===== config.mk =====
export PLATFORM = sky130hd
export DESIGN_NAME = sertx_port
export DESIGN_NICKNAME = d
export VERILOG_FILES = /design/src/rtl/sertx_pkg.sv /design/src/rtl/sertx_tick.sv /design/src/rtl/sertx_ctrl.sv /design/src/rtl/sertx_shift.sv /design/src/rtl/sertx_port.sv
export SDC_FILE = /design/constraint.sdc
export NUM_CORES = 1
export LEC_CHECK = 0
export ABC_AREA = 1
export BUFFER_PORTS_ARGS = -buffer_cell sky130_fd_sc_hd__buf_4
export CELL_PAD_IN_SITES_DETAIL_PLACEMENT = 1
export CELL_PAD_IN_SITES_GLOBAL_PLACEMENT = 2
export CORE_MARGIN = 10
export CORE_UTILIZATION = 30
export CTS_CLUSTER_DIAMETER = 40
export DETAILED_ROUTE_END_ITERATION = 7
export PLACE_DENSITY_LB_ADDON = 0.1
export SKIP_LAST_GASP = 1
export SYNTH_ARGS = -nofsm -noshare
export SYNTH_HDL_FRONTEND = slang
export SYNTH_HIERARCHICAL = 1
export SYNTH_SLANG_ARGS = --single-unit

===== constraint.sdc =====
create_clock -name clk -period 2.2 [get_ports clk]
set_clock_uncertainty 0.05 [all_clocks]
set_input_delay 0.11 -clock clk [delete_from_list [all_inputs] [get_ports clk]]
set_output_delay 0.11 -clock clk [all_outputs]
set_load 0.05 [all_outputs]

===== src/rtl/sertx_pkg.sv =====
// Package: shared phase type and decode helpers for the serial transmitter.
// Assumes mode fields are stored raw and decoded where they are used.
package sertx_pkg;

    typedef enum logic [1:0] {
        PH_IDLE  = 2'd0,
        PH_START = 2'd1,
        PH_DATA  = 2'd2,
        PH_STOP  = 2'd3
    } tx_phase_e;

    // Stored mode fields (parity request is not kept).
    typedef struct packed {
        logic [1:0] stop_code;
        logic [1:0] len_code;
        logic [1:0] rate_code;
    } mode_fields_t;

    // Bit time in transmit-clock edges.
    function automatic logic [7:0] rate_edges(input logic [1:0] code);
        case (code)
            2'b10:   rate_edges = 8'd16;
            2'b11:   rate_edges = 8'd64;
            default: rate_edges = 8'd1;
        endcase
    endfunction

    // Stop length in transmit-clock edges.
    function automatic logic [7:0] stop_edges(input logic [1:0] code, input logic [7:0] bit_len);
        case (code)
            2'b11:   stop_edges = bit_len << 1;
            2'b10:   stop_edges = bit_len + (bit_len >> 1);
            default: stop_edges = bit_len;
        endcase
    endfunction

    // Character length in bits.
    function automatic logic [3:0] char_bits(input logic [1:0] code);
        char_bits = 4'd5 + {2'b00, code};
    endfunction

endpackage


===== src/rtl/sertx_tick.sv =====
// Module: turns the asynchronous transmit clock into one-cycle ticks.
// Assumes txc is at most a quarter of clk. It resynchronises txc through
// SYNC_STAGES flops and flags each falling edge.
module sertx_tick #(
    parameter int SYNC_STAGES = 2
) (
    input  logic clk,
    input  logic rst_n,
    input  logic txc,
    output logic tick
);
    localparam int CHAIN_W = SYNC_STAGES + 1;

    logic [CHAIN_W-1:0] chain_q;

    generate
        for (genvar i = 0; i < CHAIN_W; i++) begin : g_stage
            if (i == 0) begin : g_first
                // Capture the raw transmit clock.
                always_ff @(posedge clk) begin
                    if (!rst_n) chain_q[0] <= 1'b0;
                    else        chain_q[0] <= txc;
                end
            end else begin : g_next
                // Pass the sample down the synchroniser chain.
                always_ff @(posedge clk) begin
                    if (!rst_n) chain_q[i] <= 1'b0;
                    else        chain_q[i] <= chain_q[i-1];
                end
            end
        end
    endgenerate

    assign tick = chain_q[CHAIN_W-1] & ~chain_q[CHAIN_W-2];

    // a falling edge is flagged for one cycle only.
    a_r4_tick_single: assert property (@(posedge clk) disable iff (!rst_n)
        tick |=> !tick);

endmodule


===== src/rtl/sertx_ctrl.sv =====
// Module: control-port decoder. It holds the mode fields and command state.
// Assumes wr_ctrl is a single-cycle strobe. While mode_pending is set, the
// next control write is taken as the mode byte; after that, writes are commands.
module sertx_ctrl
    import sertx_pkg::*;
#(
    parameter int BUS_W = 8
) (
    input  logic             clk,
    input  logic             rst_n,
    input  logic             wr_ctrl,
    input  logic [BUS_W-1:0] wdata,
    output mode_fields_t     mode,
    output logic             tx_on,
    output logic             dtr_n,
    output logic             rts_n,
    output logic             soft_rst
);
    localparam int B_TXEN  = 0;
    localparam int B_DTR   = 1;
    localparam int B_RXEN  = 2;
    localparam int B_RTS   = 5;
    localparam int B_RESET = 6;

    logic         mode_pending_q;
    mode_fields_t mode_q;
    logic         tx_on_q, dtr_on_q, rts_on_q, rx_en_q;
    logic         unused_bits;

    assign soft_rst = wr_ctrl && !mode_pending_q && wdata[B_RESET];

    // Interpret each control write as a mode or a command byte.
    always_ff @(posedge clk) begin
        if (!rst_n) begin
            mode_pending_q <= 1'b1;
            mode_q         <= '0;
            tx_on_q        <= 1'b0;
            dtr_on_q       <= 1'b0;
            rts_on_q       <= 1'b0;
            rx_en_q        <= 1'b0;
        end else if (wr_ctrl) begin
            if (mode_pending_q) begin
                mode_q.stop_code <= wdata[7:6];
                mode_q.len_code  <= wdata[3:2];
                mode_q.rate_code <= wdata[1:0];
                mode_pending_q   <= 1'b0;
            end else if (wdata[B_RESET]) begin
                mode_pending_q <= 1'b1;
                tx_on_q        <= 1'b0;
                dtr_on_q       <= 1'b0;
                rts_on_q       <= 1'b0;
                rx_en_q        <= 1'b0;
            end else begin
                tx_on_q  <= wdata[B_TXEN];
                dtr_on_q <= wdata[B_DTR];
                rx_en_q  <= wdata[B_RXEN];
                rts_on_q <= wdata[B_RTS];
            end
        end
    end

    assign mode        = mode_q;
    assign tx_on       = tx_on_q;
    assign dtr_n       = !dtr_on_q;
    assign rts_n       = !rts_on_q;
    assign unused_bits = wdata[4] ^ rx_en_q;

    // a mode write ends the wait for a mode byte.
    a_r1_mode_once: assert property (@(posedge clk) disable iff (!rst_n)
        (wr_ctrl && mode_pending_q) |=> !mode_pending_q);

    // a reset command returns the block to waiting for a mode byte.
    a_r3_reset_rearms: assert property (@(posedge clk) disable iff (!rst_n)
        soft_rst |=> (mode_pending_q && !tx_on && dtr_n && rts_n));

    // modem outputs follow an accepted command.
    a_r8_modem_follow: assert property (@(posedge clk) disable iff (!rst_n)
        (wr_ctrl && !mode_pending_q && !wdata[B_RESET]) |=>
            (dtr_n == !$past(wdata[B_DTR]) && rts_n == !$past(wdata[B_RTS])));

endmodule


===== src/rtl/sertx_shift.sv =====
// Module: holding register, frame shifter and bit timing.
// Assumes tick marks one transmit-clock edge and cts_n is synchronous to clk.
// A byte moves from the holding register into the shifter only on a tick.
module sertx_shift
    import sertx_pkg::*;
#(
    parameter int BUS_W = 8,
    parameter int CNT_W = 8
) (
    input  logic             clk,
    input  logic             rst_n,
    input  logic             tick,
    input  logic             soft_rst,
    input  logic             wr_data,
    input  logic [BUS_W-1:0] wdata,
    input  logic             tx_on,
    input  logic             cts_n,
    input  mode_fields_t     mode,
    output logic             txd,
    output logic             hold_free,
    output logic             line_empty
);
    localparam int BITS_W = $clog2(BUS_W + 1);

    logic [BUS_W-1:0]  hold_q, shf_q;
    logic              hold_full_q;
    tx_phase_e         phase_q;
    logic [CNT_W-1:0]  cnt_q, bit_len, stop_len;
    logic [BITS_W-1:0] bits_left_q;
    logic [3:0]        nbits;
    logic              can_start, stop_end, take;

    assign bit_len   = CNT_W'(rate_edges(mode.rate_code));
    assign stop_len  = CNT_W'(stop_edges(mode.stop_code, rate_edges(mode.rate_code)));
    assign nbits     = char_bits(mode.len_code);
    assign can_start = hold_full_q && tx_on && !cts_n;
    assign stop_end  = (phase_q == PH_STOP) && (cnt_q == stop_len - 1'b1);
    assign take      = tick && can_start && ((phase_q == PH_IDLE) || stop_end);

    // Holding register: filled by data writes, emptied by a transfer.
    always_ff @(posedge clk) begin
        if (!rst_n) begin
            hold_q      <= '0;
            hold_full_q <= 1'b0;
        end else if (soft_rst) begin
            hold_full_q <= 1'b0;
        end else if (wr_data) begin
            hold_q      <= wdata;
            hold_full_q <= 1'b1;
        end else if (take) begin
            hold_full_q <= 1'b0;
        end
    end

    // Frame engine: steps start, data and stop segments on ticks.
    always_ff @(posedge clk) begin
        if (!rst_n || soft_rst) begin
            phase_q     <= PH_IDLE;
            cnt_q       <= '0;
            shf_q       <= '0;
            bits_left_q <= '0;
        end else if (take) begin
            phase_q     <= PH_START;
            cnt_q       <= '0;
            shf_q       <= hold_q;
            bits_left_q <= BITS_W'(nbits);
        end else if (tick) begin
            case (phase_q)
                PH_START: begin
                    if (cnt_q == bit_len - 1'b1) begin
                        phase_q <= PH_DATA;
                        cnt_q   <= '0;
                    end else begin
                        cnt_q <= cnt_q + 1'b1;
                    end
                end
                PH_DATA: begin
                    if (cnt_q == bit_len - 1'b1) begin
                        cnt_q       <= '0;
                        shf_q       <= shf_q >> 1;
                        bits_left_q <= bits_left_q - 1'b1;
                        if (bits_left_q == BITS_W'(1)) phase_q <= PH_STOP;
                    end else begin
                        cnt_q <= cnt_q + 1'b1;
                    end
                end
                PH_STOP: begin
                    if (stop_end) begin
                        phase_q <= PH_IDLE;
                        cnt_q   <= '0;
                    end else begin
                        cnt_q <= cnt_q + 1'b1;
                    end
                end
                default: cnt_q <= '0;
            endcase
        end
    end

    // Line level from the current segment.
    always_comb begin
        case (phase_q)
            PH_START: txd = 1'b0;
            PH_DATA:  txd = shf_q[0];
            default:  txd = 1'b1;
        endcase
    end

    assign hold_free  = !hold_full_q && tx_on && !cts_n;
    assign line_empty = !hold_full_q && (phase_q == PH_IDLE);

    // a data write removes the ready indication next cycle.
    a_r10_write_clears_ready: assert property (@(posedge clk) disable iff (!rst_n)
        wr_data |=> !hold_free);

    // an empty transmitter keeps the line idle high.
    a_r11_empty_line_high: assert property (@(posedge clk) disable iff (!rst_n)
        line_empty |-> txd);

    // the line level moves only after a transmit-clock edge or a soft reset.
    a_r9_edge_paced: assert property (@(posedge clk) disable iff (!rst_n)
        !$stable(txd) |-> ($past(tick) || $past(soft_rst)));

    // the holding register empties only when sending is permitted.
    a_r9_gated_transfer: assert property (@(posedge clk) disable iff (!rst_n)
        ($fell(hold_full_q) && !$past(soft_rst)) |-> $past(tx_on && !cts_n && tick));

endmodule


===== src/rtl/sertx_port.sv =====
// Module: top of the programmable asynchronous serial transmitter.
// Assumes single-cycle write strobes on clk. It decodes the port select and
// joins the tick generator, the control decoder and the frame engine.
module sertx_port
    import sertx_pkg::*;
#(
    parameter int BUS_W       = 8,
    parameter int SYNC_STAGES = 2,
    parameter int CNT_W       = 8
) (
    input  logic             clk,
    input  logic             rst_n,
    input  logic             cs,
    input  logic             wr,
    input  logic             addr_sel,
    input  logic [BUS_W-1:0] wdata,
    output logic [BUS_W-1:0] rdata,
    input  logic             txc,
    input  logic             cts_n,
    output logic             txd,
    output logic             hold_free,
    output logic             line_empty,
    output logic             dtr_n,
    output logic             rts_n
);
    localparam int ST_READY = 0;
    localparam int ST_EMPTY = 2;

    logic         tick, wr_ctrl, wr_data, tx_on, soft_rst;
    mode_fields_t mode;
    logic [BUS_W-1:0] status;

    assign wr_ctrl = cs && wr && addr_sel;
    assign wr_data = cs && wr && !addr_sel;

    sertx_tick #(.SYNC_STAGES(SYNC_STAGES)) u_tick (
        .clk(clk), .rst_n(rst_n), .txc(txc), .tick(tick)
    );

    sertx_ctrl #(.BUS_W(BUS_W)) u_ctrl (
        .clk(clk), .rst_n(rst_n), .wr_ctrl(wr_ctrl), .wdata(wdata),
        .mode(mode), .tx_on(tx_on), .dtr_n(dtr_n), .rts_n(rts_n),
        .soft_rst(soft_rst)
    );

    sertx_shift #(.BUS_W(BUS_W), .CNT_W(CNT_W)) u_shift (
        .clk(clk), .rst_n(rst_n), .tick(tick), .soft_rst(soft_rst),
        .wr_data(wr_data), .wdata(wdata), .tx_on(tx_on), .cts_n(cts_n),
        .mode(mode), .txd(txd), .hold_free(hold_free), .line_empty(line_empty)
    );

    // Status byte assembly.
    always_comb begin
        status           = '0;
        status[ST_READY] = hold_free;
        status[ST_EMPTY] = line_empty;
    end

    assign rdata = addr_sel ? status : '0;

endmodule


== Yosys cells after proc, flatten, opt, wreduce, memory -nomap -nowiden ==
Index checks and enable logic that the tools add are counted.
W data, S select, Z words.
Operators by class
  add/sub/neg operators: 6
  equality and inequality tests: 18
  muxes and demuxes: 29
  bitwise gates (word level): 5
  reductions and logical operators: 38
Operators by type and width (count)
  $mux W8: 6
  $pmux W8 S2: 2
  $eq A8 B8 Y1: 2
  $mux W4: 4
  $sub A8 B1 Y8 const B: 2
  $pmux W7 S2: 1
  $logic_and A1 B1 Y1: 13
  $eq A2 B2 Y1 const B: 6
  $ne A3 B1 Y1 const B: 4
  $reduce_and A6 Y1: 2
  $mux W1: 9
  $add A8 B1 Y8 const B: 1
  $add A8 B7 Y8: 1
  $mux W2: 4
  $ne A2 B1 Y1 const B: 4
  $reduce_bool A2 Y1: 4
  $logic_not A1 Y1: 7
  $pmux W2 S3: 1
  $reduce_and A2 Y1: 3
  $reduce_or A2 Y1: 3
  $add A3 B2 Y4 const A: 1
  $eq A4 B1 Y1 const B: 1
  $not A1 Y1: 4
  $reduce_bool A4 Y1: 1
  9 further kinds: 10
Storage, ports and cells
  flip-flop bits (word level): 44
  input port bits: 15
  output and inout bits: 13
  logic and storage cells: 113

== Logic depth before layout (Yosys ltp) ==
Gate-level depths: netlist of the first run.
  depth in word-level cells: 11
  gate-level depth with buffers: 15
  mapped depth without buffers: 13

== By module ==
Netlist of the first run, hierarchy kept.
By module, submodules not included
  sertx_shift: times used 1, cells each 310, area an instance 1978.1 µm², sequential area each 620.6 µm²
  sertx_ctrl: times used 1, cells each 58, area an instance 478.0 µm², sequential area each 200.2 µm²
  sertx_tick: times used 1, cells each 11, area an instance 90.1 µm², sequential area each 60.1 µm²
  sertx_port: times used 1, cells each 15, area an instance 78.8 µm², sequential area each 0.0 µm²

== Worst setup path after synthesis of the first run ==
OpenSTA, ideal clock, no wires.
  path kind: reg2out
  start point: register u_ctrl.tx_on_q, in the netlist u_ctrl/tx_on
  end point: output port rdata[0]
  arrival time: 1.944 ns
  required time: 2.040 ns
  slack: 0.096 ns
  stages on the path, launching flop included: 5
  path buffers: 0
  cell sequence: dfxtp_1 inv_1 nor3_1 nand2_1 inv_1
On the way
  cells in the longest elaborated chain, start to end: 3
Ends and longest elaborated chain
  start, declared: line sertx_ctrl.sv:27  | logic tx_on_q, dtr_on_q, rts_on_q, rx_en_q;
  start signal, assigned: line sertx_ctrl.sv:54  | tx_on_q <= wdata[B_TXEN];
  $logic_and A1 B1 Y1 (2 in series): line sertx_shift.sv:109  | assign hold_free = !hold_full_q && tx_on && !cts_n;
  net hold_free: line sertx_port.sv:21  | output logic hold_free,
  $mux W3: line sertx_port.sv:59  | assign rdata = addr_sel ? status : '0;
  end, declared: line sertx_port.sv:17  | output logic [BUS_W-1:0] rdata,
The timed path passes the listed nets, and every way through them passes these cells.

== Final worst setup path of the first run ==
  start point: register u_shift.cnt_q[2]
  end point: register u_shift.cnt_q[3]
On the way
  cells in the longest elaborated chain, start to end: 5
  elaborated cells between the ends (all ways): 10
  those cells by class: 1 x add/sub; 2 x eq/ne; 3 x mux; 4 x reduce/logical
Ends and longest elaborated chain
  start, declared: line sertx_shift.sv:28  | logic [CNT_W-1:0] cnt_q, bit_len, stop_len;
  start signal, assigned: line sertx_shift.sv:74  | cnt_q <= cnt_q + 1'b1;
  start signal, assigned: line sertx_shift.sv:84  | cnt_q <= cnt_q + 1'b1;
  start signal, assigned: line sertx_shift.sv:92  | cnt_q <= cnt_q + 1'b1;
  parallel branches: the longest is 5 deep, another holds $add A8 B1 Y8
Parallel ways; which one is timed is not known.
A chain may end at the register's enable or synchronous reset.

==> out/metrics.cfg, run 1 <==
[cells_and_area]
fin_cells = 535
antenna_cells = 0
fillCellCount = 1145
area_growth_pct = 15.5
nets = 450
drive_gt1_frac = 0.155

[drt]
num_vias = 2411
drc = 0
drt_iter0_markers = 78
via_per_inst = 4.51
wl_per_cell_um = 13.5
wl_um = 7200
dr.pass1.iters = 4
ant_nets = 0

[min_path]
hp-class = in -> reg
hold_start = wdata[7]
whs_path_depth = 3

[floorplanning]
ios = 28
dieWidth_um = 114
dieArea_um2 = 12900
die_height_um = 114
rows = 34
initial_core_util = 0.304
core_um2 = 8640

[critical_path]
critPathCaptureType = flop
cpMaxStageDelayCell = dfxtp_1
r2r_cells = 12
cp_top_family = simple AND/OR/NAND/NOR gates
cp_max_fo = 18
worstPathCellList = nand2_2 > nand2_1 > nand2_1 > nor2_1 > nand2_1 > nor2_2 > nand3_2 > nand2_4 > nand2_4 > nand2_2 > buf_4 > a21oi_1
critPathBufInv = 1
crit_start = u_shift/cnt_q[2]
required_ns = 2.34
r2r_start = u_shift/cnt_q[2]
crit_path_max_incr_delay_ns = 0.51
crit_top_cell = nand2_1
arrival_ns = 1.98
worstSetupPathDepth = 12
critPathLaunchType = flop
path_class = reg -> reg

[synthesis]
ys_types = 32
netlist_instances = 394
avgSynthCellArea_um2 = 6.66
synth_area_leader_cell = dfxtp_1
synth_top_area_frac = 0.336
ys_ff_latch = 44
synth_area_leaders = dfxtp_1 (34%), nand2_1 (14%), nor2_1 (9.4%)
syn_area_um2 = 2630
yosysWarnings = 6
yosysSeqAreaShare = 0.336

[clock_tree]
cts_setup_buffers = 0
clk_pin_slew_worst_paths_ns = 0.09
cts_buffer_depth = 2
insertion_delay_ns = 0.29
root_buffer = clkbuf_8
cts.htree.levels = 2
tritoncts = yes
cts_sinks = 44
cts_buffers = 5

[timing]
post-route-period-util = 0.839
rsz0062_at_grt = false
slew_violations = 0
hold_violations = 0
whs_ns = 0.0101
setup_viol = 0
finalSetupTns_ns = 0
final.min_clock_period_ns = 1.85
max_freq_mhz = 542
tightest_slew_ns = 0.560
relSlewSlack = 0.625

[grt]
grt_max_degree = 23
grt_first_pass_wirelength_um = 12600
antenna_found_initial = 0
grt_pass1_vias = 2494
track_usage = 0.117
overflow = 0

[power]
p_leak_nw = 1.44
ir_drop_uv = 237
power_density_nw_per_um2 = 540

[place]
dp.cells = 524
place.gp.congestion = 0.786
place.port_buffers = 21
dp_hpwl_um = 5640

[outcome]
status = completed

[job]
drv_cap = 0

registers in the layout, indices dropped and copies added, names as in the netlist:
register               count
u_tick/chain_q             3
u_ctrl/dtr_on_q            1
u_ctrl/mode                6
u_shift/hold_q             8
u_shift/phase_q            2
u_shift/bits_left_q        4
u_ctrl/tx_on               1
u_ctrl/rts_on_q            1
u_shift/hold_full_q        1
u_shift/cnt_q              8
u_shift/shf_q              8
u_ctrl/mode_pending_q      1
cell type report:
type                    instances  area, um2  area share
multi-input cells             283       1410       0.466
flip-flops and latches         44        885       0.292
repair buffers                 36        278      0.0916
inverters                      56        215      0.0710
well taps                     108        135      0.0446
clock buffers                   6       72.6      0.0239
clock inverters                 2       35.0      0.0116
through the flow:
stage	power, mW	util	cell area [um2]	setup WS [ns]
6_report	1.64	0.351	3030	0.354
5_1_grt	1.73	0.351	3030	0.0709
4_1_cts	1.68	0.351	3030	0.0782
3_5_place_dp	1.02	0.335	2890	0.0977
3_3_place_gp	1.02	0.335	2890	0.135
2_1_floorplan	0.971	-	2640	0.0965
cells in the mapped netlist (all sizes together):
master / instances
nand2: 105
nor2: 68
inv: 56
dfxtp: 44
nand3: 33
o21ai: 22
a21oi: 16
buf: 13
ha: 9
nand4: 6
xor2: 6
clkbuf: 3
nand3b: 3
nor3: 2
or2: 2
and2: 1
conb: 1
nor4: 1
o211ai: 1
o22ai: 1
xnor2: 1
cell usage in the layout, fill, tap and decap left out, types with 2 or more instances in the layout:
cell type	count
nand4_1	6
nand3b_1	3
nand2_2	3
or2_2	2
o21ai_0	15
nand3_2	2
ha_1	9
nor2_1	66
nor2_2	2
dfxtp_1	43
nand2_1	98
a21oi_1	16
dlygate4sd3_1	3
nand3_1	31
inv_1	52
nand2_4	4
xor2_1	6
o21ai_2	6
conb_1	6
buf_4	33
clkbuf_8	5
inv_2	3
what timing repair did:
action / in CTS / in global routing
hold buffers: 3 / 0
endpoints found under the setup margin: 0 / 23
endpoints found under the hold margin: 3 / 0
gates resized for setup: 0 / 2
metal layers:
| metal | part of all wire | wire, um | vias up | global-route usage |
|---|---|---|---|---|
| met1 | 0.50 | 3630 | 1115 | 0.158 |
| met3 | 0.032 | 228 | 2 | 0.0273 |
| met2 | 0.46 | 3300 | 26 | 0.185 |
| li1 | - | - | 1268 | - |
| met4 | 0.0050 | 36 | 0 | 0.0254 |
| met5 | 0 | 0 | - | 0 |
cell families after synthesis:
family,after synthesis,share of synthesized area
adders and majority gates,9,0.0429
xor gates and xnor gates,7,0.0234
other,1,0.00143
AOI/OAI and AO/OA,40,0.0863
and+or+nand+nor,221,0.377
buffers and inverters,72,0.134
DFF,44,0.336
power breakdown:
part	internal [mW]	switching, mW
clock	0.338	0.295
combinational	0.0606	0.116
sequential	0.814	0.0154
worst reg2reg max path: cells and delay by family, from the launching register on:
kind / cells / cell delay [ns]
AO/OA/AOI/OAI: 1 / 0.05
AND/OR/NAND/NOR: 10 / 0.96
flip-flops: 1 / 0.51
buffers and inverters: 1 / 0.17
path summary, 6_finish.rpt:
path / endpoint / slack [ns]
setup reg to reg: u_shift/cnt_q[3] / 0.35
setup / recovery: u_shift/cnt_q[3] / 0.35
hold / removal: u_ctrl/mode[5] / 0.01
hold reg to reg: u_tick/chain_q[1] / 0.38
Power figures use the tool's default switching activity.
==> run 2, diff against run 1 <==
Clock period 2.2 ns to 1.9 ns, I/O delays scaled along.
==> out/metrics.cfg, run 2 (same netlist as run 1, synthesis figures left out) <==
[drt]
wl_met2_um = 3250
routedLengthMet1_um = 3650
wl_per_cell_um = 13.2
drt_iter0_markers = 92
wl_met3_um = 242
via_per_inst = 4.51
wl_um = 7160
drc = 0
dr.pass1.iters = 4
ant_nets = 0
routed.top_layer = met4
num_vias = 2446

[cells_and_area]
mostFrequentLayoutCells = nand2_1 (95), nor2_1 (63), inv_1 (52)
ff_latch_area_um2 = 891
area_growth_pct = 20.4
final_common_cell = nand2_1
antenna_cells = 0
top_regs = u_shift/cnt_q: 8 flops, u_shift/hold_q: 8 flops, u_shift/shf_q: 8 flops
drive_gt1_frac = 0.194
multi_input_comb_area_um2 = 1470
nets = 458
final_cell_area_um2 = 3160
fin_cells = 542
fillCellCount = 1123

[power]
p_sw_frac = 0.281
power_frac_clock = 0.333
ir_drop_uv = 258
p_int_mw = 1.27
pwr-share-comb = 0.127
power_density_nw_per_um2 = 561
switchingPower_mw = 0.498
p_leak_nw = 1.48
seqPwrFrac = 0.541

[grt]
grt_first_pass_wirelength_um = 12100
antenna_found_initial = 0
grt_max_degree = 23
grt_pass1_vias = 2456
overflow = 0
track_usage = 0.114

[timing]
whs_ns = 0.0117
setup_viol = 0
hold_violations = 0
post-route-period-util = 0.939
max_freq_mhz = 560
slew_violations = 0
tightest_slew_ns = 0.605
relSlewSlack = 0.596
final.min_clock_period_ns = 1.78
rsz0062_at_grt = true

[critical_path]
critPathLaunchType = flop
critPathCaptureType = flop
cp_max_fo = 19
path_class = reg -> reg
arrival_ns = 1.93
required_ns = 2.04
r2r_slack_ns = 0.12

[clock_tree]
cts_sinks = 44
root_buffer = clkbuf_8
cts.htree.levels = 2
tritoncts = yes
cts_buffers = 5
cts_buffer_depth = 2
clk_pin_slew_worst_paths_ns = 0.09
insertion_delay_ns = 0.30

[place]
placed_area_um2 = 2930
dp_hpwl_um = 5460
place.port_buffers = 21
place.gp.congestion = 0.717
dp.cells = 527

[floorplanning]
die_height_um = 114
ios = 28
initial_core_util = 0.304
rows = 34
dieArea_um2 = 12900
dieWidth_um = 114
core_um2 = 8640

[outcome]
status = completed

[min_path]
hp-class = in -> reg

[job]
drv_cap = 0

[run 2: cell count changes in the layout (fill, tap and decap cells not counted), sizes merged]
cell,change
buf,+4
bufinv,-1
clkbuf,-1
clkinvlp,+1
dlygate4sd3,+3
nand2,+1
[run 2: metal layers]
metal | vias to the layer above | GRT usage
met5 | - | 0
met4 | 0 | 0.0203
met3 | 2 | 0.0315
met2 | 30 | 0.187
met1 | 1121 | 0.146
li1 | 1293 | -
[run 2: cell type report]
cell class                      count  area share
Timing Repair Buffer               43       0.116
Clock inverter                      2     0.00396
Inverter                           56      0.0689
Tap cell                          108      0.0428
Clock buffer                        5      0.0218
Sequential cell                    44       0.282
Multi-Input combinational cell    284       0.465
[run 2: metrics by stage]
| step | TNS [ns] | total power, mW | utilization | setup WS, ns |
|---|---|---|---|---|
| after CTS | 0 | 1.81 | 0.356 | 0.00699 |
| after detailed placement | -0.140 | 1.19 | 0.340 | -0.0370 |
| after global routing | -0.0774 | 1.88 | 0.366 | -0.0195 |
| final | 0 | 1.77 | 0.366 | 0.115 |
| after global placement | -0.00619 | 1.19 | 0.340 | -0.00619 |
| after floorplan | 0 | 1.12 | - | 0.231 |
[run 2: timing repair]
item                                    CTS  global route
resized for setup                         2            21
endpoints found under the setup margin   11            23
hold endpoints to repair                  8             0
setup buffers                             0             1
pin swaps                                 0             3
cloned                                    0             1
hold buffers                              6             0
[run 2: path summary, 6_finish.rpt]
check	start	end	cells after the start
max reg2reg	u_ctrl/mode[1]	u_shift/phase_q[1]	13
max	u_ctrl/mode[1]	u_shift/phase_q[1]	13
min reg2reg	u_tick/chain_q[0]	u_tick/chain_q[1]	2
min	wdata[1]	u_ctrl/mode[1]	3
[run 2: power by group through the flow]
stage	sequential [mW]	combinational [mW]	clock (mW)
after CTS	0.959	0.221	0.634
after global placement	0.980	0.209	0
after detailed placement	0.980	0.211	0
after floorplan	0.974	0.150	0
final	0.958	0.224	0.590
after global routing	0.961	0.252	0.669
[run 2: worst max-delay path: stages (launching register included)]
cell and delay (ns):
dfxtp_4 0.39, buf_6 0.13, nand2_2 0.05, nand2_1 0.05
nand2_1 0.06, nor2_1 0.09, nand2_1 0.07, nor2_2 0.12
nand3_2 0.11, nand2_4 0.11, nand2_8 0.13, nand2_4 0.12
inv_1 0.05, and2_1 0.14
